[config.mk]
export PLATFORM = sky130hd
export DESIGN_NAME = cart_reg_gate
export DESIGN_NICKNAME = d
export VERILOG_FILES = /design/src/rtl/cart_gate_pkg.sv /design/src/rtl/cart_unlock_ctl.sv /design/src/rtl/cart_latch_hs.sv /design/src/rtl/cart_tilt_axis.sv /design/src/rtl/cart_reg_gate.sv
export SDC_FILE = /design/constraint.sdc
export NUM_CORES = 1
export LEC_CHECK = 0
export BUFFER_PORTS_ARGS = -buffer_cell sky130_fd_sc_hd__clkbuf_2
export CORE_MARGIN = 2
export CORE_UTILIZATION = 25
export CTS_CLUSTER_DIAMETER = 40
export DETAILED_ROUTE_END_ITERATION = 16
export PLACE_DENSITY = 0.53
export SLEW_MARGIN = 20
export SYNTH_ARGS = -nofsm -noshare
export SYNTH_HDL_FRONTEND = slang
export SYNTH_SLANG_ARGS = --single-unit
[constraint.sdc]
create_clock -name clk -period 2.17 [get_ports clk]
set_input_delay 0.1085 -clock clk [delete_from_list [all_inputs] [get_ports clk]]
set_output_delay 0.1085 -clock clk [all_outputs]
set_load 0.05 [all_outputs]
[src/rtl/cart_gate_pkg.sv]
package cart_gate_pkg;
   localparam int unsigned DATA_W = 8;
   localparam int unsigned ADDR_W = 16;
   localparam int unsigned VAL_W  = 16;

   typedef enum logic [2:0] {
      RGN_UNLOCK0 = 3'd0,
      RGN_BANK    = 3'd1,
      RGN_UNLOCK1 = 3'd2
   } region_e;

   typedef enum logic [3:0] {
      SLOT_ARM   = 4'h0,
      SLOT_FIRE  = 4'h1,
      SLOT_X_LO  = 4'h2,
      SLOT_X_HI  = 4'h3,
      SLOT_Y_LO  = 4'h4,
      SLOT_Y_HI  = 4'h5,
      SLOT_ZERO  = 4'h6,
      SLOT_PINS  = 4'h8
   } slot_e;

   localparam logic [DATA_W-1:0] KEY_LO    = 8'h0A;
   localparam logic [DATA_W-1:0] KEY_HI    = 8'h40;
   localparam logic [DATA_W-1:0] ARM_MASK  = 8'h55;
   localparam logic [DATA_W-1:0] FIRE_MASK = 8'hAA;
   localparam logic [DATA_W-1:0] IDLE_BYTE = 8'hFF;
endpackage

[src/rtl/cart_unlock_ctl.sv]
module cart_unlock_ctl
   import cart_gate_pkg::*;
#(
   parameter int unsigned BANK_W = 7
) (
   input  logic              clk,
   input  logic              rst_n,
   input  logic              wr,
   input  logic [2:0]        region,
   input  logic [DATA_W-1:0] wdata,
   output logic [1:0]        unlock,
   output logic [BANK_W-1:0] bank
);
   initial assert (BANK_W >= 1 && BANK_W <= DATA_W)
      else $error("BANK_W must fit in a bus byte");

   logic unused_hi;
   assign unused_hi = ^wdata;

   always_ff @(posedge clk) begin
      if (!rst_n) begin
         unlock <= 2'b00;
         bank   <= '0;
      end else if (wr) begin
         unique case (region)
            RGN_UNLOCK0: unlock <= (wdata == KEY_LO) ? {unlock[1], 1'b1} : 2'b00;
            RGN_UNLOCK1: unlock[1] <= (wdata == KEY_HI);
            RGN_BANK:    bank <= wdata[BANK_W-1:0];
            default: ;
         endcase
      end
   end
endmodule

[src/rtl/cart_latch_hs.sv]
module cart_latch_hs
   import cart_gate_pkg::*;
(
   input  logic              clk,
   input  logic              rst_n,
   input  logic              arm_wr,
   input  logic              fire_wr,
   input  logic [DATA_W-1:0] wdata,
   output logic              sample_req
);
   logic armed_q;
   logic arm_hit, fire_hit;

   assign arm_hit  = (wdata & ARM_MASK)  == ARM_MASK;
   assign fire_hit = (wdata & FIRE_MASK) == FIRE_MASK;

   always_ff @(posedge clk) begin
      if (!rst_n) begin
         armed_q    <= 1'b0;
         sample_req <= 1'b0;
      end else begin
         sample_req <= fire_wr && armed_q && fire_hit;
         if (arm_wr)       armed_q <= arm_hit;
         else if (fire_wr) armed_q <= 1'b0;
      end
   end
endmodule

[src/rtl/cart_tilt_axis.sv]
module cart_tilt_axis
   import cart_gate_pkg::*;
#(
   parameter int unsigned     RAW_W  = 32,
   parameter int unsigned     SHIFT  = 21,
   parameter logic [VAL_W-1:0] OFFSET = 16'h81D0
) (
   input  logic             clk,
   input  logic             rst_n,
   input  logic             load,
   input  logic [RAW_W-1:0] raw,
   output logic [VAL_W-1:0] value
);
   initial assert (SHIFT < RAW_W && RAW_W >= VAL_W)
      else $error("tilt axis widths inconsistent");

   logic signed [RAW_W-1:0] neg_w, shr_w;
   logic [RAW_W-1:0]        sum_w;
   logic                    unused_sum;

   assign neg_w = -$signed(raw);
   assign shr_w = neg_w >>> SHIFT;
   assign sum_w = $unsigned(shr_w) + RAW_W'(OFFSET);
   assign unused_sum = ^sum_w;

   always_ff @(posedge clk) begin
      if (!rst_n)    value <= OFFSET;
      else if (load) value <= sum_w[VAL_W-1:0];
   end
endmodule

[src/rtl/cart_reg_gate.sv]
module cart_reg_gate
   import cart_gate_pkg::*;
#(
   parameter int unsigned      BANK_W     = 7,
   parameter int unsigned      RAW_W      = 32,
   parameter int unsigned      SHIFT      = 21,
   parameter logic [VAL_W-1:0] OFFSET     = 16'h81D0,
   parameter logic [2:0]       WIN_REGION = 3'd5,
   parameter logic [DATA_W-1:0] ABSENT_LO = 8'hFF,
   parameter logic [DATA_W-1:0] ABSENT_HI = 8'h07
) (
   input  logic              clk,
   input  logic              rst_n,
   input  logic              bus_wr,
   input  logic [ADDR_W-1:0] bus_addr,
   input  logic [DATA_W-1:0] bus_wdata,
   output logic [DATA_W-1:0] rd_data,
   output logic [BANK_W-1:0] rom_bank,
   output logic              sample_req,
   input  logic              sens_present,
   input  logic              smp_valid,
   input  logic [RAW_W-1:0]  smp_x,
   input  logic [RAW_W-1:0]  smp_y,
   output logic              ee_wr,
   output logic [DATA_W-1:0] ee_wdata,
   input  logic [DATA_W-1:0] ee_pins
);
   localparam int unsigned AXES = 2;

   initial assert (WIN_REGION > 3'd2)
      else $error("window region overlaps a control region");

   logic [2:0]             region;
   logic [3:0]             slot;
   logic                   in_win, open, win_wr;
   logic [1:0]             unlock_w;
   logic [RAW_W-1:0]       raw_a [AXES];
   logic [VAL_W-1:0]       val_a [AXES];
   logic [DATA_W-1:0]      slot_byte;
   logic                   unused_addr;

   assign region      = bus_addr[15:13];
   assign slot        = bus_addr[7:4];
   assign unused_addr = ^{bus_addr[12:8], bus_addr[3:0]};
   assign in_win      = (region == WIN_REGION);
   assign open        = (unlock_w == 2'b11);
   assign win_wr      = bus_wr && in_win && open;

   cart_unlock_ctl #(.BANK_W(BANK_W)) u_unlock (
      .clk    (clk),
      .rst_n  (rst_n),
      .wr     (bus_wr),
      .region (region),
      .wdata  (bus_wdata),
      .unlock (unlock_w),
      .bank   (rom_bank)
   );

   cart_latch_hs u_latch (
      .clk        (clk),
      .rst_n      (rst_n),
      .arm_wr     (win_wr && slot == SLOT_ARM),
      .fire_wr    (win_wr && slot == SLOT_FIRE),
      .wdata      (bus_wdata),
      .sample_req (sample_req)
   );

   assign raw_a[0] = smp_x;
   assign raw_a[1] = smp_y;

   for (genvar g = 0; g < AXES; g++) begin : g_axis
      cart_tilt_axis #(
         .RAW_W  (RAW_W),
         .SHIFT  (SHIFT),
         .OFFSET (OFFSET)
      ) u_axis (
         .clk   (clk),
         .rst_n (rst_n),
         .load  (smp_valid),
         .raw   (raw_a[g]),
         .value (val_a[g])
      );
   end

   assign ee_wr    = win_wr && (slot == SLOT_PINS);
   assign ee_wdata = bus_wdata;

   always_comb begin
      unique case (slot)
         SLOT_X_LO: slot_byte = sens_present ? val_a[0][7:0]  : ABSENT_LO;
         SLOT_X_HI: slot_byte = sens_present ? val_a[0][15:8] : ABSENT_HI;
         SLOT_Y_LO: slot_byte = sens_present ? val_a[1][7:0]  : ABSENT_LO;
         SLOT_Y_HI: slot_byte = sens_present ? val_a[1][15:8] : ABSENT_HI;
         SLOT_ZERO: slot_byte = '0;
         SLOT_PINS: slot_byte = ee_pins;
         default:   slot_byte = IDLE_BYTE;
      endcase
   end

   assign rd_data = (in_win && open) ? slot_byte : IDLE_BYTE;
endmodule

== Word level (Yosys, flattened, before mapping) ==
Cells that the tools add are included.

* Flip-flop bits (word level): 43
* Word-level logic and storage cells: 52

* Add/sub/neg operators: 4
* Equal/unequal tests: 16
* Multiplexer cells: 10
* Reductions and logical operators: 15

{| class="wikitable"
|+ Operators with widths
! cell !! number
|-
| $neg 32->32 || 2
|-
| $pmux 8 s6 || 1
|-
| $mux 8 || 5
|-
| $add 11x16->16 const B || 2
|-
| $eq 4x3->1 const B || 3
|-
| $eq 4x4->1 const B || 3
|-
| $eq 4x2->1 const B || 2
|-
| $eq 8x4->1 const B || 1
|-
| $eq 8x7->1 const B || 1
|-
| $logic_and 1x1->1 || 8
|-
| $eq 4x1->1 const B || 1
|-
| $logic_not 4->1 || 1
|-
| $reduce_and 2->1 || 2
|-
| $reduce_bool 2->1 || 2
|-
| $eq 3x1->1 const B || 1
|-
| $eq 3x2->1 const B || 1
|-
| $eq 3x3->1 const B || 1
|-
| $logic_not 3->1 || 1
|-
| $reduce_and 3->1 || 1
|-
| $eq 2x2->1 const B || 1
|-
| $mux 1 || 2
|-
| $mux 2 || 1
|-
| $ne 2x2->1 const B || 1
|-
| $pmux 1 s2 || 1
|}

== Longest topological paths before layout ==
* Depth in word-level cells: 6
* Depth in mapped cells: 11
* Gate-level depth less buffers: 10

== Cells and area by module ==
From an unflattened synthesis, not the netlist that was laid out.

* Cell total of the unflattened synthesis: 338
* Area total of the unflattened synthesis: 3001.6 um2

{| class="wikitable"
|+ Modules (own cells, without submodules)
! module !! times used !! cells an instance !! area an instance (um2) !! seq. area each (um2)
|-
| cart_tilt_axis at g_axis[1].u_axis || 1 || 110 || 1007.2 || 320.3
|-
| cart_tilt_axis at g_axis[0].u_axis || 1 || 100 || 908.4 || 320.3
|-
| cart_reg_gate || 1 || 79 || 591.8 || 0.0
|-
| cart_unlock_ctl || 1 || 40 || 412.9 || 180.2
|-
| cart_latch_hs || 1 || 9 || 81.3 || 40.0
|}

== Worst setup path before layout ==
OpenSTA, ideal clock, no wires.

* Path type: input to register
* Start: input smp_y[19]
* End: register g_axis[1].u_axis.value[10]
* Library setup time: 119 ps
* Data arrival time: 2103 ps
* Path slack: -52 ps
* Stages on the path: 8
* Path through: nor4_1 nand4_1 nor3_1 nor2_1 ha_1 o31ai_1 a21boi_0 o221a_2

* Cells in the longest elaborated chain, start to end: 2

{| class="wikitable"
|+ Ends and longest elaborated chain
! item !! line !! source
|-
| start: declaration || cart_reg_gate.sv:23 || <nowiki>input logic [RAW_W-1:0] smp_y,</nowiki>
|-
| $neg 32->32 || cart_tilt_axis.sv:21 || <nowiki>assign neg_w = -$signed(raw);</nowiki>
|-
| $add 11x16->16 || cart_tilt_axis.sv:23 || <nowiki>assign sum_w = $unsigned(shr_w) + RAW_W'(OFFSET);</nowiki>
|-
| end signal: assignment || cart_tilt_axis.sv:28 || <nowiki>else if (load) value <= sum_w[VAL_W-1:0];</nowiki>
|-
| end: declaration || cart_tilt_axis.sv:12 || <nowiki>output logic [VAL_W-1:0] value</nowiki>
|}

Every way passes these cells.
A chain may end at the register's enable or synchronous reset.

== Worst setup path in the final report ==
* Start: input smp_y[19]
* End: register g_axis[1].u_axis.value[12]

Same word-level chain as after synthesis.

==> impl_metrics.yaml <==
status:
  run_status: "finished, final reports clean"
detailed_routing:
  detail_route.vias_per_cell: 4.850
  post-route-drc-count: 0
  vias: 3031
  drt.antenna.violating_nets: 0
  drt-total-wl_um: 8411
  dr.pass1.iters: 4
  detailed_router_s_first_iteration_violation_count: 197
  routed_wire_length_per_instance_um: 13.46
worst_setup_path:
  crit_path_end: "g_axis[1].u_axis.value[12]"
  critical_path.endpoint_type: "register"
  critical_path_class: "in -> reg"
  regToRegEndpoint: "u_latch.armed_q"
  worst_setup_path_start_kind: "input pin"
  worstPathArrival_ns: 2.18
  worst-r2r-setup-slack_ns: 0.79
  timing.reg2reg.worst_path_depth: 5
  critical_path_data_required_time_ns: 2.38
  critPathMaxFanout: 4
  critPathLaunch: "smp_y[19]"
  r2r_start: "u_unlock.unlock[0]"
logic_synthesis:
  synth_adder_area_share: 0.01238
  synth_ff_type: "sky130_fd_sc_hd__dfxtp_1"
  synthDominantCellAreaShare: 0.3043
  synth_warnings: 0
  fraction_of_registers_with_async_set_reset: 0
  synth.ff_latch_count: 43
  synth_top_family_by_area: "simple AND/OR/NAND/NOR gates"
  average_footprint_of_a_synthesized_cell_sq_um: 7.969
  synth_simple_gate_area_share: 0.2804
  proportion_of_synthesized_chip_area_in_sequential_cells: 0.3043
  synth.area.mux_share: 0.07784
  synth-compound-area-share: 0.2278
  synthXorXnorAreaFrac: 0.04644
  dominant_cell_type_by_area_after_synthesis: "sky130_fd_sc_hd__dfxtp_1"
  synthCells: 355
  yosys.cell_types.count: 54
  synth.cell_area_sq_um: 2829
  ys_top_cells_by_area: "sky130_fd_sc_hd__dfxtp_1 30%, sky130_fd_sc_hd__mux2i_1 7.8%, sky130_fd_sc_hd__nor2_1 4.9%"
  syn_nets: 458
  synth-edff-count: 0
global_route:
  globalRouteMet3Util: 0.02822
  globalRoute.totalOverflow: 0
  met1_usage: 0.1867
  grtUsageMet2: 0.2340
  busiest_layer: "met2"
  pin_count_of_the_biggest_net_entering_global_routing: 29
  number_of_global_route_vias_before_repair: 2845
  number_of_antenna_violations_at_the_first_check_in_global_routing: 0
  wire_length_of_the_first_global_routing_pass_um: 13540
  gr-usage-all-layers: 0.1395
cts:
  clock_insertion_delay_worst_skew_ns: 0.27
  cts-root-buf: "sky130_fd_sc_hd__clkbuf_16"
  tritoncts: "built"
  htree_levels: 2
  cts.hold.buffers_added: 0
  clock_tree_sinks: 43
  worst_setup_hold_path_clk_slew_ns: 0.06
  post_cts_resized: 0
  postCtsSetupRepairBufs: 0
  cts-buffers-inserted: 5
  cts_buffer_depth: 2
job:
  cap_violations: 0
place:
  post-dp-hpwl_um: 6779
  port_buffers: 116
  place.gp.congestion: 0.7952
power:
  switching_power_mw: 0.5445
  power.density_cell_area_nw_per_um2: 519.3
  comb_power_share: 0.215
  power.total_mw: 1.994
  cellInternalPower_mw: 1.449
  relative_contribution_of_sequential_cells_to_total_power: 0.429
  p_sw_frac: 0.2731
  vdd_ir_drop_max_mv: 0.3140
  clkPwrFrac: 0.357
  cellLeakagePower_nw: 1.603
sta:
  worst_slew_margin_rel: 0.6522
  hold_fails_final_rpt: 0
  finalHoldWorstSlack_ns: 0.08333
  worst_clock_skew_ns: 0.003329
  max_slew.worst_pin.slew_ns: 0.5217
  fin_crit_ns: 1.963
  slew_viol_final: 0
  fmax_ghz: 0.5095
  final.period_utilization: 0.9045
  setup_viol: 0
final_layout:
  layout.nets: 587
  insertedDiodeCount: 0
  synthToLayoutAreaGrowth_pct: 35.74
  layout_commonest_cell: "sky130_fd_sc_hd__clkbuf_2"
  drive_above_1_share: 0.3423
  mostFrequentLayoutCells: "116 x sky130_fd_sc_hd__clkbuf_2, 43 x sky130_fd_sc_hd__dfxtp_1, 36 x sky130_fd_sc_hd__nor2_1, 31 x sky130_fd_sc_hd__buf_4, 23 x sky130_fd_sc_hd__nand2_1"
floorplanning:
  top_level_ports: 126
  fp.dieH_um: 110.4
  initial_core_util: 0.2587
  die_area_sq_um: 12180
  floorplan.die.width_um: 110.4
  design.core.area_sq_um: 10940
  placement_rows: 38
min_path:
  hold_path.class: "in -> reg"
synth_stat cells, types with 2 or more instances:
master and count:
sky130_fd_sc_hd__nor4_2 3, sky130_fd_sc_hd__a22oi_1 11, sky130_fd_sc_hd__xnor2_1 12, sky130_fd_sc_hd__a211o_1 2
sky130_fd_sc_hd__nor3_1 10, sky130_fd_sc_hd__inv_1 5, sky130_fd_sc_hd__a21oi_1 18, sky130_fd_sc_hd__xor2_1 3
sky130_fd_sc_hd__nor4_1 12, sky130_fd_sc_hd__o211ai_1 2, sky130_fd_sc_hd__o32ai_1 5, sky130_fd_sc_hd__nor2b_1 21
sky130_fd_sc_hd__mux2i_1 22, sky130_fd_sc_hd__o21ai_0 18, sky130_fd_sc_hd__and2_1 3, sky130_fd_sc_hd__nor2_1 37
sky130_fd_sc_hd__nand3_1 9, sky130_fd_sc_hd__nand3b_1 3, sky130_fd_sc_hd__and3_1 2, sky130_fd_sc_hd__or2_2 4
sky130_fd_sc_hd__or3_1 3, sky130_fd_sc_hd__clkbuf_1 15, sky130_fd_sc_hd__o21a_1 5, sky130_fd_sc_hd__nand4_1 6
sky130_fd_sc_hd__nand2_1 23, sky130_fd_sc_hd__nand2b_1 5, sky130_fd_sc_hd__dfxtp_1 43, sky130_fd_sc_hd__a21boi_0 7
sky130_fd_sc_hd__a211oi_1 3, sky130_fd_sc_hd__buf_4 8, sky130_fd_sc_hd__a31oi_1 4, sky130_fd_sc_hd__a21o_1 6
sky130_fd_sc_hd__ha_1 2, sky130_fd_sc_hd__a2111o_1 3
power by group through the flow:
stage / sequential [mW] / clock, mW / combinational [mW]
after global routing: 0.858 / 0.773 / 0.478
final: 0.854 / 0.712 / 0.428
after global placement: 0.871 / 0 / 0.421
after floorplan: 0.874 / 0 / 0.240
after CTS: 0.855 / 0.736 / 0.429
after detailed placement: 0.872 / 0 / 0.427
state kept, by name, indices dropped and copies added (netlist names):
| register | count |
|---|---|
| u_latch.armed_q | 1 |
| u_unlock.bank | 7 |
| u_latch.sample_req | 1 |
| u_unlock.unlock | 2 |
| g_axis.u_axis.value | 32 |
worst max-delay path: stages:
cell                       delay [ns]
sky130_fd_sc_hd__clkbuf_2        0.08
sky130_fd_sc_hd__nor4_1          0.27
sky130_fd_sc_hd__nand4_1         0.23
sky130_fd_sc_hd__buf_4           0.21
sky130_fd_sc_hd__nor3_2          0.20
sky130_fd_sc_hd__nor2_1          0.07
sky130_fd_sc_hd__ha_1            0.23
sky130_fd_sc_hd__o31ai_1         0.33
sky130_fd_sc_hd__buf_4           0.17
sky130_fd_sc_hd__a211oi_1        0.05
sky130_fd_sc_hd__buf_4           0.14
sky130_fd_sc_hd__nor2_1          0.08
metrics by stage:
step                      worst slack, ns  area (sq um)  cells  setup TNS, ns    util
after global routing             -0.02214          3840    625       -0.02501  0.3511
after CTS                          0.2201          3837    625              0  0.3509
final                              0.2073          3840    625              0  0.3511
after global placement           -0.03756          3700    617       -0.03756  0.3383
after floorplan                  0.008848          2838    355              0       -
after detailed placement         -0.06248          3700    617        -0.2155  0.3383
logic make-up after synthesis:
| logic type | after synthesis |
|---|---|
| AND/OR/NAND/NOR | 148 |
| AO/OA/AOI/OAI | 94 |
| flip-flops | 43 |
| buffers and inverters | 30 |
| multiplexers | 22 |
| XOR/XNOR | 15 |
| adder cells (fa/ha/maj) | 3 |
how the worst min path moves through the flow:
stage | cells after the start | startpoint | end | slack (ns)
2_1_floorplan | 2 | bus_wdata[5] | u_latch.sample_req | 0.23
3_5_place_dp | 3 | bus_wdata[7] | u_latch.sample_req | 0.37
6_report | 3 | bus_wdata[7] | u_latch.sample_req | 0.08
5_1_grt | 3 | bus_wdata[5] | u_latch.sample_req | 0.10
4_1_cts | 3 | bus_wdata[7] | u_latch.sample_req | 0.08
3_3_place_gp | 3 | bus_wdata[7] | u_latch.sample_req | 0.37
routing by layer:
metal  vias to the layer above  wire [um]
met4                         0         72
met3                         6        454
met1                      1381       4006
met2                        76       3877
li1                       1568          -
met5                         -          0
cell type report:
| class | instances | area, sq um |
|---|---|---|
| Timing Repair Buffer | 147 | 813.3 |
| Clock inverter | 1 | 5.005 |
| Clock buffer | 7 | 132.6 |
| Multi-Input combinational cell | 282 | 1834 |
| Sequential cell | 43 | 860.8 |
| Inverter | 5 | 18.77 |
| Tap cell | 140 | 175.2 |
| Fill cell | 1168 | 7096 |
Note: power is estimated with default switching activity, not from simulation.
